[config.mk]
export PLATFORM = sky130hd
export DESIGN_NAME = cfg_bridge
export DESIGN_NICKNAME = d
export VERILOG_FILES = /design/src/rtl/cfg_bridge_pkg.sv /design/src/rtl/cfg_addr_reg.sv /design/src/rtl/cfg_access_calc.sv /design/src/rtl/cfg_bridge_fsm.sv /design/src/rtl/cfg_bridge.sv
export SDC_FILE = /design/constraint.sdc
export NUM_CORES = 1
export LEC_CHECK = 0
export CAP_MARGIN = 20
export CORE_ASPECT_RATIO = 0.7
export CORE_MARGIN = 8
export CORE_UTILIZATION = 50
export DETAILED_ROUTE_END_ITERATION = 12
export GPL_TIMING_DRIVEN = 0
export PLACE_DENSITY = 0.86
export RECOVER_POWER = 50
export SLEW_MARGIN = 20
export SYNTH_ARGS = -nofsm -noshare
export SYNTH_HDL_FRONTEND = slang
export SYNTH_SLANG_ARGS = --single-unit
[constraint.sdc]
create_clock -name clk -period 8.1 [get_ports clk]
set_clock_uncertainty 0.05 [all_clocks]
set_input_delay 2.43 -clock clk [delete_from_list [all_inputs] [get_ports clk]]
set_output_delay 2.43 -clock clk [all_outputs]
set_load 0.05 [all_outputs]
[src/rtl/cfg_bridge_pkg.sv]
package cfg_bridge_pkg;

    localparam int WORD_W    = 32;
    localparam int EN_BIT    = 31;
    localparam int BUS_LSB   = 16;
    localparam int BUS_W     = 8;
    localparam int DEVFN_LSB = 8;
    localparam int DEVFN_W   = 8;
    localparam int LANES     = 8;

    typedef enum logic [1:0] {
        ST_IDLE,
        ST_ISSUE,
        ST_WAIT,
        ST_REPLY
    } br_state_e;

    // keep the low n bytes of v, zero the rest
    function automatic logic [WORD_W-1:0] keep_bytes(input logic [WORD_W-1:0] v,
                                                     input logic [2:0] n);
        logic [WORD_W-1:0] r;
        r = '0;
        for (int i = 0; i < 4; i++) begin
            if (i < int'(n)) r[8*i +: 8] = v[8*i +: 8];
        end
        return r;
    endfunction

    // reverse the order of the low n bytes of v, zero the rest
    function automatic logic [WORD_W-1:0] flip_bytes(input logic [WORD_W-1:0] v,
                                                     input logic [2:0] n);
        logic [WORD_W-1:0] r;
        r = '0;
        for (int i = 0; i < 4; i++) begin
            for (int j = 0; j < 4; j++) begin
                if (i < int'(n) && j == int'(n) - 1 - i) r[8*i +: 8] = v[8*j +: 8];
            end
        end
        return r;
    endfunction

endpackage

[src/rtl/cfg_addr_reg.sv]
module cfg_addr_reg
    import cfg_bridge_pkg::*;
(
    input  logic              clk,
    input  logic              rst_n,
    input  logic              wr_en,
    input  logic [WORD_W-1:0] wr_data,
    output logic [WORD_W-1:0] q
);

    always_ff @(posedge clk) begin
        if (!rst_n) begin
            q <= '0;
        end else if (wr_en) begin
            q <= wr_data;
        end
    end

    // a write lands whole in the register
    p_store_r1: assert property (@(posedge clk) disable iff (!rst_n)
        wr_en |=> q == $past(wr_data));

endmodule

[src/rtl/cfg_access_calc.sv]
module cfg_access_calc
    import cfg_bridge_pkg::*;
#(
    parameter int SPACE = 256,
    parameter int OFF_W = $clog2(SPACE)
) (
    input  logic               clk,
    input  logic               rst_n,
    input  logic [WORD_W-1:0]  addr_q,
    input  logic [1:0]         byte_sel,
    input  logic [1:0]         len_m1,
    output logic [BUS_W-1:0]   bus,
    output logic [DEVFN_W-1:0] devfn,
    output logic [OFF_W-1:0]   off,
    output logic [2:0]         len_eff,
    output logic [LANES-1:0]   be
);

    localparam logic [OFF_W:0] SPACE_V = (OFF_W+1)'(SPACE);

    logic [WORD_W-1:0] composed;
    logic [OFF_W:0]    room;
    logic [2:0]        req_len;
    logic [LANES-1:0]  len_mask;

    always_comb begin
        composed = addr_q | {{(WORD_W-2){1'b0}}, byte_sel};
        bus      = composed[BUS_LSB +: BUS_W];
        devfn    = composed[DEVFN_LSB +: DEVFN_W];
        off      = composed[OFF_W-1:0];
        room     = SPACE_V - {1'b0, off};
        req_len  = {1'b0, len_m1} + 3'd1;
        if ((OFF_W+1)'(req_len) < room) begin
            len_eff = req_len;
        end else begin
            len_eff = room[2:0];
        end
        unique case (len_eff)
            3'd1:    len_mask = 8'h01;
            3'd2:    len_mask = 8'h03;
            3'd3:    len_mask = 8'h07;
            3'd4:    len_mask = 8'h0F;
            default: len_mask = 8'h00;
        endcase
        be = len_mask << off[1:0];
    end

    // the access never runs past the end of the space
    p_clip_r5: assert property (@(posedge clk) disable iff (!rst_n)
        ((OFF_W+2)'(off) + (OFF_W+2)'(len_eff) <= (OFF_W+2)'(SPACE)) && len_eff != 3'd0);

    // lane enables count exactly the clipped bytes
    p_be_r8: assert property (@(posedge clk) disable iff (!rst_n)
        $countones(be) == int'(len_eff));

endmodule

[src/rtl/cfg_bridge_fsm.sv]
module cfg_bridge_fsm
    import cfg_bridge_pkg::*;
#(
    parameter bit BIG_ENDIAN = 1'b0
) (
    input  logic              clk,
    input  logic              rst_n,
    input  logic              up_valid,
    output logic              up_ready,
    input  logic              up_sel,
    input  logic              up_we,
    input  logic [1:0]        up_byte,
    input  logic [1:0]        up_len,
    input  logic [WORD_W-1:0] up_wdata,
    output logic              up_rsp_valid,
    output logic [WORD_W-1:0] up_rdata,
    input  logic [WORD_W-1:0] addr_q,
    input  logic [2:0]        len_eff,
    output logic              addr_wr_en,
    output logic [WORD_W-1:0] addr_wr_data,
    output logic [1:0]        req_byte,
    output logic [1:0]        req_len_m1,
    output logic              dn_valid,
    input  logic              dn_ready,
    output logic              dn_we,
    output logic [WORD_W-1:0] dn_wdata,
    input  logic              dn_rsp_valid,
    input  logic              dn_present,
    input  logic [WORD_W-1:0] dn_rdata
);

    br_state_e         state, nxt;
    logic              accept;
    logic              en;
    logic              req_we;
    logic [WORD_W-1:0] req_wdata;
    logic [WORD_W-1:0] rsp_data;
    logic [2:0]        req_len;
    logic [WORD_W-1:0] addr_view;
    logic [WORD_W-1:0] wr_shaped;
    logic [WORD_W-1:0] rd_shaped;
    logic [WORD_W-1:0] up_addr_in;

    assign en      = addr_q[EN_BIT];
    assign accept  = (state == ST_IDLE) && up_valid;
    assign req_len = {1'b0, req_len_m1} + 3'd1;

    generate
        if (BIG_ENDIAN) begin : g_swap
            assign up_addr_in = flip_bytes(up_wdata, 3'd4);
            assign addr_view  = flip_bytes(addr_q, 3'd4);
            assign wr_shaped  = keep_bytes(flip_bytes(req_wdata, req_len), len_eff);
            assign rd_shaped  = flip_bytes(keep_bytes(dn_rdata, len_eff), len_eff);
        end else begin : g_plain
            assign up_addr_in = up_wdata;
            assign addr_view  = addr_q;
            assign wr_shaped  = keep_bytes(req_wdata, len_eff);
            assign rd_shaped  = keep_bytes(dn_rdata, len_eff);
        end
    endgenerate

    // state register
    always_ff @(posedge clk) begin
        if (!rst_n) begin
            state <= ST_IDLE;
        end else begin
            state <= nxt;
        end
    end

    // transitions
    always_comb begin
        nxt = state;
        unique case (state)
            ST_IDLE: begin
                if (accept) begin
                    if (!up_sel || !en) nxt = ST_REPLY;
                    else                nxt = ST_ISSUE;
                end
            end
            ST_ISSUE: if (dn_ready)     nxt = ST_WAIT;
            ST_WAIT:  if (dn_rsp_valid) nxt = ST_REPLY;
            ST_REPLY:                   nxt = ST_IDLE;
            default:                    nxt = ST_IDLE;
        endcase
    end

    // outputs
    always_comb begin
        up_ready     = (state == ST_IDLE);
        dn_valid     = (state == ST_ISSUE);
        up_rsp_valid = (state == ST_REPLY);
        addr_wr_en   = accept && !up_sel && up_we;
        addr_wr_data = up_addr_in;
        dn_we        = req_we;
        dn_wdata     = wr_shaped;
        up_rdata     = rsp_data;
    end

    // request capture and response data
    always_ff @(posedge clk) begin
        if (!rst_n) begin
            req_we     <= 1'b0;
            req_byte   <= '0;
            req_len_m1 <= '0;
            req_wdata  <= '0;
            rsp_data   <= '0;
        end else begin
            if (accept) begin
                req_we     <= up_we;
                req_byte   <= up_byte;
                req_len_m1 <= up_len;
                req_wdata  <= up_wdata;
                if (up_we)        rsp_data <= '0;
                else if (!up_sel) rsp_data <= addr_view;
                else              rsp_data <= '1;
            end
            if (state == ST_WAIT && dn_rsp_valid) begin
                if (req_we)          rsp_data <= '0;
                else if (dn_present) rsp_data <= rd_shaped;
                else                 rsp_data <= '1;
            end
        end
    end

    // each access is answered by a single pulse
    p_one_reply_r9: assert property (@(posedge clk) disable iff (!rst_n)
        up_rsp_valid |=> !up_rsp_valid);

    // no new upstream request while a downstream one is open
    p_busy_r9: assert property (@(posedge clk) disable iff (!rst_n)
        dn_valid |-> !up_ready);

    // a disabled data read returns all ones without going downstream
    p_disabled_r2: assert property (@(posedge clk) disable iff (!rst_n)
        (accept && up_sel && !en && !up_we) |=> (up_rsp_valid && !dn_valid && up_rdata == '1));

    // an absent device reads as all ones
    p_absent_r6: assert property (@(posedge clk) disable iff (!rst_n)
        (state == ST_WAIT && dn_rsp_valid && !dn_present && !req_we) |=> up_rdata == '1);

endmodule

[src/rtl/cfg_bridge.sv]
module cfg_bridge
    import cfg_bridge_pkg::*;
#(
    parameter int SPACE      = 256,
    parameter bit BIG_ENDIAN = 1'b0,
    parameter int OFF_W      = $clog2(SPACE)
) (
    input  logic               clk,
    input  logic               rst_n,
    input  logic               up_valid,
    output logic               up_ready,
    input  logic               up_sel,
    input  logic               up_we,
    input  logic [1:0]         up_byte,
    input  logic [1:0]         up_len,
    input  logic [31:0]        up_wdata,
    output logic               up_rsp_valid,
    output logic [31:0]        up_rdata,
    output logic               dn_valid,
    input  logic               dn_ready,
    output logic               dn_we,
    output logic [7:0]         dn_bus,
    output logic [7:0]         dn_devfn,
    output logic [OFF_W-1:0]   dn_off,
    output logic [2:0]         dn_len,
    output logic [7:0]         dn_be,
    output logic [31:0]        dn_wdata,
    input  logic               dn_rsp_valid,
    input  logic               dn_present,
    input  logic [31:0]        dn_rdata
);

    logic [WORD_W-1:0] addr_q;
    logic              addr_wr_en;
    logic [WORD_W-1:0] addr_wr_data;
    logic [1:0]        req_byte;
    logic [1:0]        req_len_m1;

    cfg_addr_reg u_addr (
        .clk     (clk),
        .rst_n   (rst_n),
        .wr_en   (addr_wr_en),
        .wr_data (addr_wr_data),
        .q       (addr_q)
    );

    cfg_access_calc #(.SPACE(SPACE), .OFF_W(OFF_W)) u_calc (
        .clk      (clk),
        .rst_n    (rst_n),
        .addr_q   (addr_q),
        .byte_sel (req_byte),
        .len_m1   (req_len_m1),
        .bus      (dn_bus),
        .devfn    (dn_devfn),
        .off      (dn_off),
        .len_eff  (dn_len),
        .be       (dn_be)
    );

    cfg_bridge_fsm #(.BIG_ENDIAN(BIG_ENDIAN)) u_fsm (
        .clk          (clk),
        .rst_n        (rst_n),
        .up_valid     (up_valid),
        .up_ready     (up_ready),
        .up_sel       (up_sel),
        .up_we        (up_we),
        .up_byte      (up_byte),
        .up_len       (up_len),
        .up_wdata     (up_wdata),
        .up_rsp_valid (up_rsp_valid),
        .up_rdata     (up_rdata),
        .addr_q       (addr_q),
        .len_eff      (dn_len),
        .addr_wr_en   (addr_wr_en),
        .addr_wr_data (addr_wr_data),
        .req_byte     (req_byte),
        .req_len_m1   (req_len_m1),
        .dn_valid     (dn_valid),
        .dn_ready     (dn_ready),
        .dn_we        (dn_we),
        .dn_wdata     (dn_wdata),
        .dn_rsp_valid (dn_rsp_valid),
        .dn_present   (dn_present),
        .dn_rdata     (dn_rdata)
    );

    // an open request holds still until taken
    p_hold_r9: assert property (@(posedge clk) disable iff (!rst_n)
        (dn_valid && !dn_ready) |=> (dn_valid && $stable(dn_off) && $stable(dn_bus)
                                     && $stable(dn_devfn) && $stable(dn_wdata) && $stable(dn_len)));

endmodule

==> results.yml <==
clocking:
  cts_buffers: 9
  cts_resized: 0
  cts-root-buf: "clkbuf_16"
  cts_tree: "done"
  holdBufCountCts: 0
  clkTransAtPathRegs_ps: 70
  clk_path_buf_depth: 2
  clk_latency_ps: 350
  cts_setup_buffers: 0
  cts_max_level: 3
  cts_sinks: 103
detailed_routing:
  dr.first_iter.drc_count: 368
  drc_errors: 0
  viasPerCell: 5.629
  drt-total-wl_um: 18040
  antenna_left: 0
  wire_per_inst_um: 18.15
  vias: 5595
  detail_route.first_pass.iterations: 5
critical_path:
  r2r-end: "u_fsm.up_rdata[23]"
  reg2reg_setup_slack_ps: 4480
  crit_chain: "nor2_2, buf_6, ha_1, xnor2_1, inv_1, ha_1, o221ai_4, a22o_2, buf_6, a32oi_2, buf_4, and2_1, clkdlybuf4s50_1"
  cp_top_family: "buffers and inverters"
  worst_setup_path_start_kind: "register"
  worstPathRequired_ps: 5620
  crit_slowest_cell: "clkdlybuf4s50_1"
  cp.arrival_ps: 4620
  cp-endpoint: "dn_wdata[19]"
  regToRegStartpoint: "u_addr.q[0]"
  reg2reg_depth: 13
  critical_path.startpoint: "u_addr.q[0]"
  worstSetupPathType: "register to primary output"
  cp_max_fo: 10
  worst-path-buf-inv: 5
  critical_path_depth: 13
  cpPeakStageDelay_ps: 820
  crit_path_end_kind: "primary output"
place:
  place.gp.congestion: 0.8446
  io_buffers: 175
  dp_hpwl_um: 13800
  dpl_cell_area_mm2: 0.007216
yosys:
  synth_edf_count: 0
  syn_nets: 755
  synthCells: 671
  synth_flop_cell: "dfxtp_1"
  yosys-top-cells-count: "145 x nand2_1, 103 x dfxtp_1, 75 x nor2_1"
  yosysTopAreaCellShare: 0.3891
  synth.area.top_cells: "dfxtp_1 39%, nand2_1 10%, a21boi_0 10%"
  ys_ff_latch: 103
  yosysMostFrequentCell: "nand2_1"
  synthArstFlopShare: 0
  synth_area_mm2: 0.005299
  yosys_warnings: 0
  synth_cell_type_count: 54
  synth_seq_area_share: 0.3891
  yosysTopAreaCell: "dfxtp_1"
  avgSynthCellArea_um2: 7.897
timing:
  final.min_clock_period_ps: 7095
  fmax_ghz: 0.1409
  hold_violations: 0
  rsz0062_at_grt: "no"
  worst_pin_slew_ps: 835.6
  maxSlewViolCount: 0
  finalCritPeriodShare: 0.8760
  setup_tns_ps: 0
  timing.slew.headroom: 0.4379
  setup_viol: 0
power:
  peakVddDrop_mv: 0.1537
  p_leak_nw: 2.893
  p_per_area_mw_per_mm2: 296.1
worst_hold_path:
  worstHoldPathType: "register to register"
floorplan:
  die_y_um: 102.1
  start_util: 0.5136
  rows: 31
  ioPinCount: 179
  core_region_area_mm2: 0.01032
  dieArea_mm2: 0.01420
  die_x_um: 139.0
finish:
  nNetsFinal: 941
  drive_above_1_share: 0.08237
  syn_to_final_growth_pct: 41.65
  diodes: 0
  fin_area_mm2: 0.007506
grt:
  grt_first_pass_wirelength_um: 28500
  grt_pass1_vias: 5686
  antenna_found_initial: 1
  grt_max_degree: 17
  grt_use_total: 0.2502
  overflow: 0
outcome:
  status: "complete, no violations"
flow_run:
  maxCapViolCount: 0
[worst min path at each step]
stage	start	end	slack, ps	cells after the start
global placement	u_fsm.req_wdata[26]	u_fsm.req_wdata[26]	400	2
finish	u_fsm.req_wdata[15]	u_fsm.req_wdata[15]	410	2
detailed placement	u_fsm.req_wdata[21]	u_fsm.req_wdata[21]	410	2
global route	u_fsm.req_wdata[15]	u_fsm.req_wdata[15]	440	2
floorplan	u_fsm.req_wdata[6]	u_fsm.req_wdata[6]	390	2
CTS	u_fsm.req_wdata[21]	u_fsm.req_wdata[21]	420	2
[sequential cells by signal, summed over array words and instances, names as in the netlist]
signal,flops
u_fsm.up_rdata,32
u_fsm.state,2
u_fsm.req_len_m1,2
u_fsm.req_wdata,32
u_fsm.req_byte,2
u_fsm.dn_we,1
u_addr.q,32
[area by class of cell]
| type | instances | area (µm²) |
|---|---|---|
| Sequential cell | 103 | 2062 |
| Fill cell | 770 | 2811 |
| Clock inverter | 6 | 61.31 |
| Inverter | 11 | 41.29 |
| Buffer | 74 | 401.6 |
| Multi-Input combinational cell | 483 | 2794 |
| Clock buffer | 10 | 229.0 |
| Tap cell | 132 | 165.2 |
| Timing Repair Buffer | 175 | 1752 |
[report_power, final]
group | total (mW) | switching, mW | internal (mW)
combinational | 1.12 | 0.766 | 0.357
sequential | 0.666 | 0.0579 | 0.608
clock | 0.433 | 0.194 | 0.239
total | 2.22 | 1.02 | 1.20
[through the flow]
| step | power (mW) | hold WS [ps] | util | std cells | setup WS [ps] |
|---|---|---|---|---|---|
| global placement | 1.775 | 397.5 | 0.6994 | 978 | 1535 |
| global route | 2.336 | 439.7 | 0.7275 | 994 | 772.9 |
| finish | 2.223 | 411.3 | 0.7275 | 994 | 1005 |
| detailed placement | 1.811 | 405.7 | 0.6994 | 978 | 1440 |
| floorplan | 1.432 | 388.8 | - | 671 | 1921 |
| CTS | 2.242 | 415.4 | 0.7275 | 994 | 1057 |
[kinds of logic after synthesis]
group                      Yosys count  synth area share
DFF                                103            0.3891
other                                1         0.0007077
and+or+nand+nor                    275            0.2274
AOI/OAI and AO/OA                  194            0.2661
buffers and inverters               85           0.08359
muxes                                4           0.01251
adders and majority gates            8           0.01889
xor gates and xnor gates             1          0.001653
[layout by cell type, fill, tap and decap left out, types with 2 or more instances in the layout]
| cell | count |
|---|---|
| inv_1 | 9 |
| nand2_1 | 145 |
| and2_2 | 8 |
| mux2i_4 | 2 |
| nand3b_1 | 2 |
| dlygate4sd3_1 | 54 |
| nor3_1 | 3 |
| a211oi_1 | 17 |
| clkbuf_1 | 42 |
| dfxtp_1 | 103 |
| o221ai_1 | 16 |
| ha_1 | 8 |
| nand2b_1 | 4 |
| clkinv_2 | 3 |
| a22oi_4 | 2 |
| nor2_1 | 75 |
| buf_6 | 3 |
| a31oi_1 | 18 |
| and2_1 | 25 |
| clkbuf_16 | 9 |
| o211ai_1 | 2 |
| nand3_1 | 2 |
| buf_4 | 24 |
| buf_2 | 5 |
| o21ai_0 | 54 |
| clkdlybuf4s50_1 | 121 |
| nor2b_1 | 2 |
| a21boi_0 | 71 |
[worst min-delay path, cell delays in order, from the launching register on]
cell and delay [ps]:
dfxtp_1 310, nand2_1 40, a21boi_0 60
[layer usage]
layer,track usage,up-vias,wire length (µm)
li1,-,2637,-
met1,0.2979,2611,7649
met2,0.4271,318,8378
met3,0.08213,27,1760
met4,0.07557,2,247
met5,0,-,8
No activity file was read; power rests on OpenSTA's default activity.
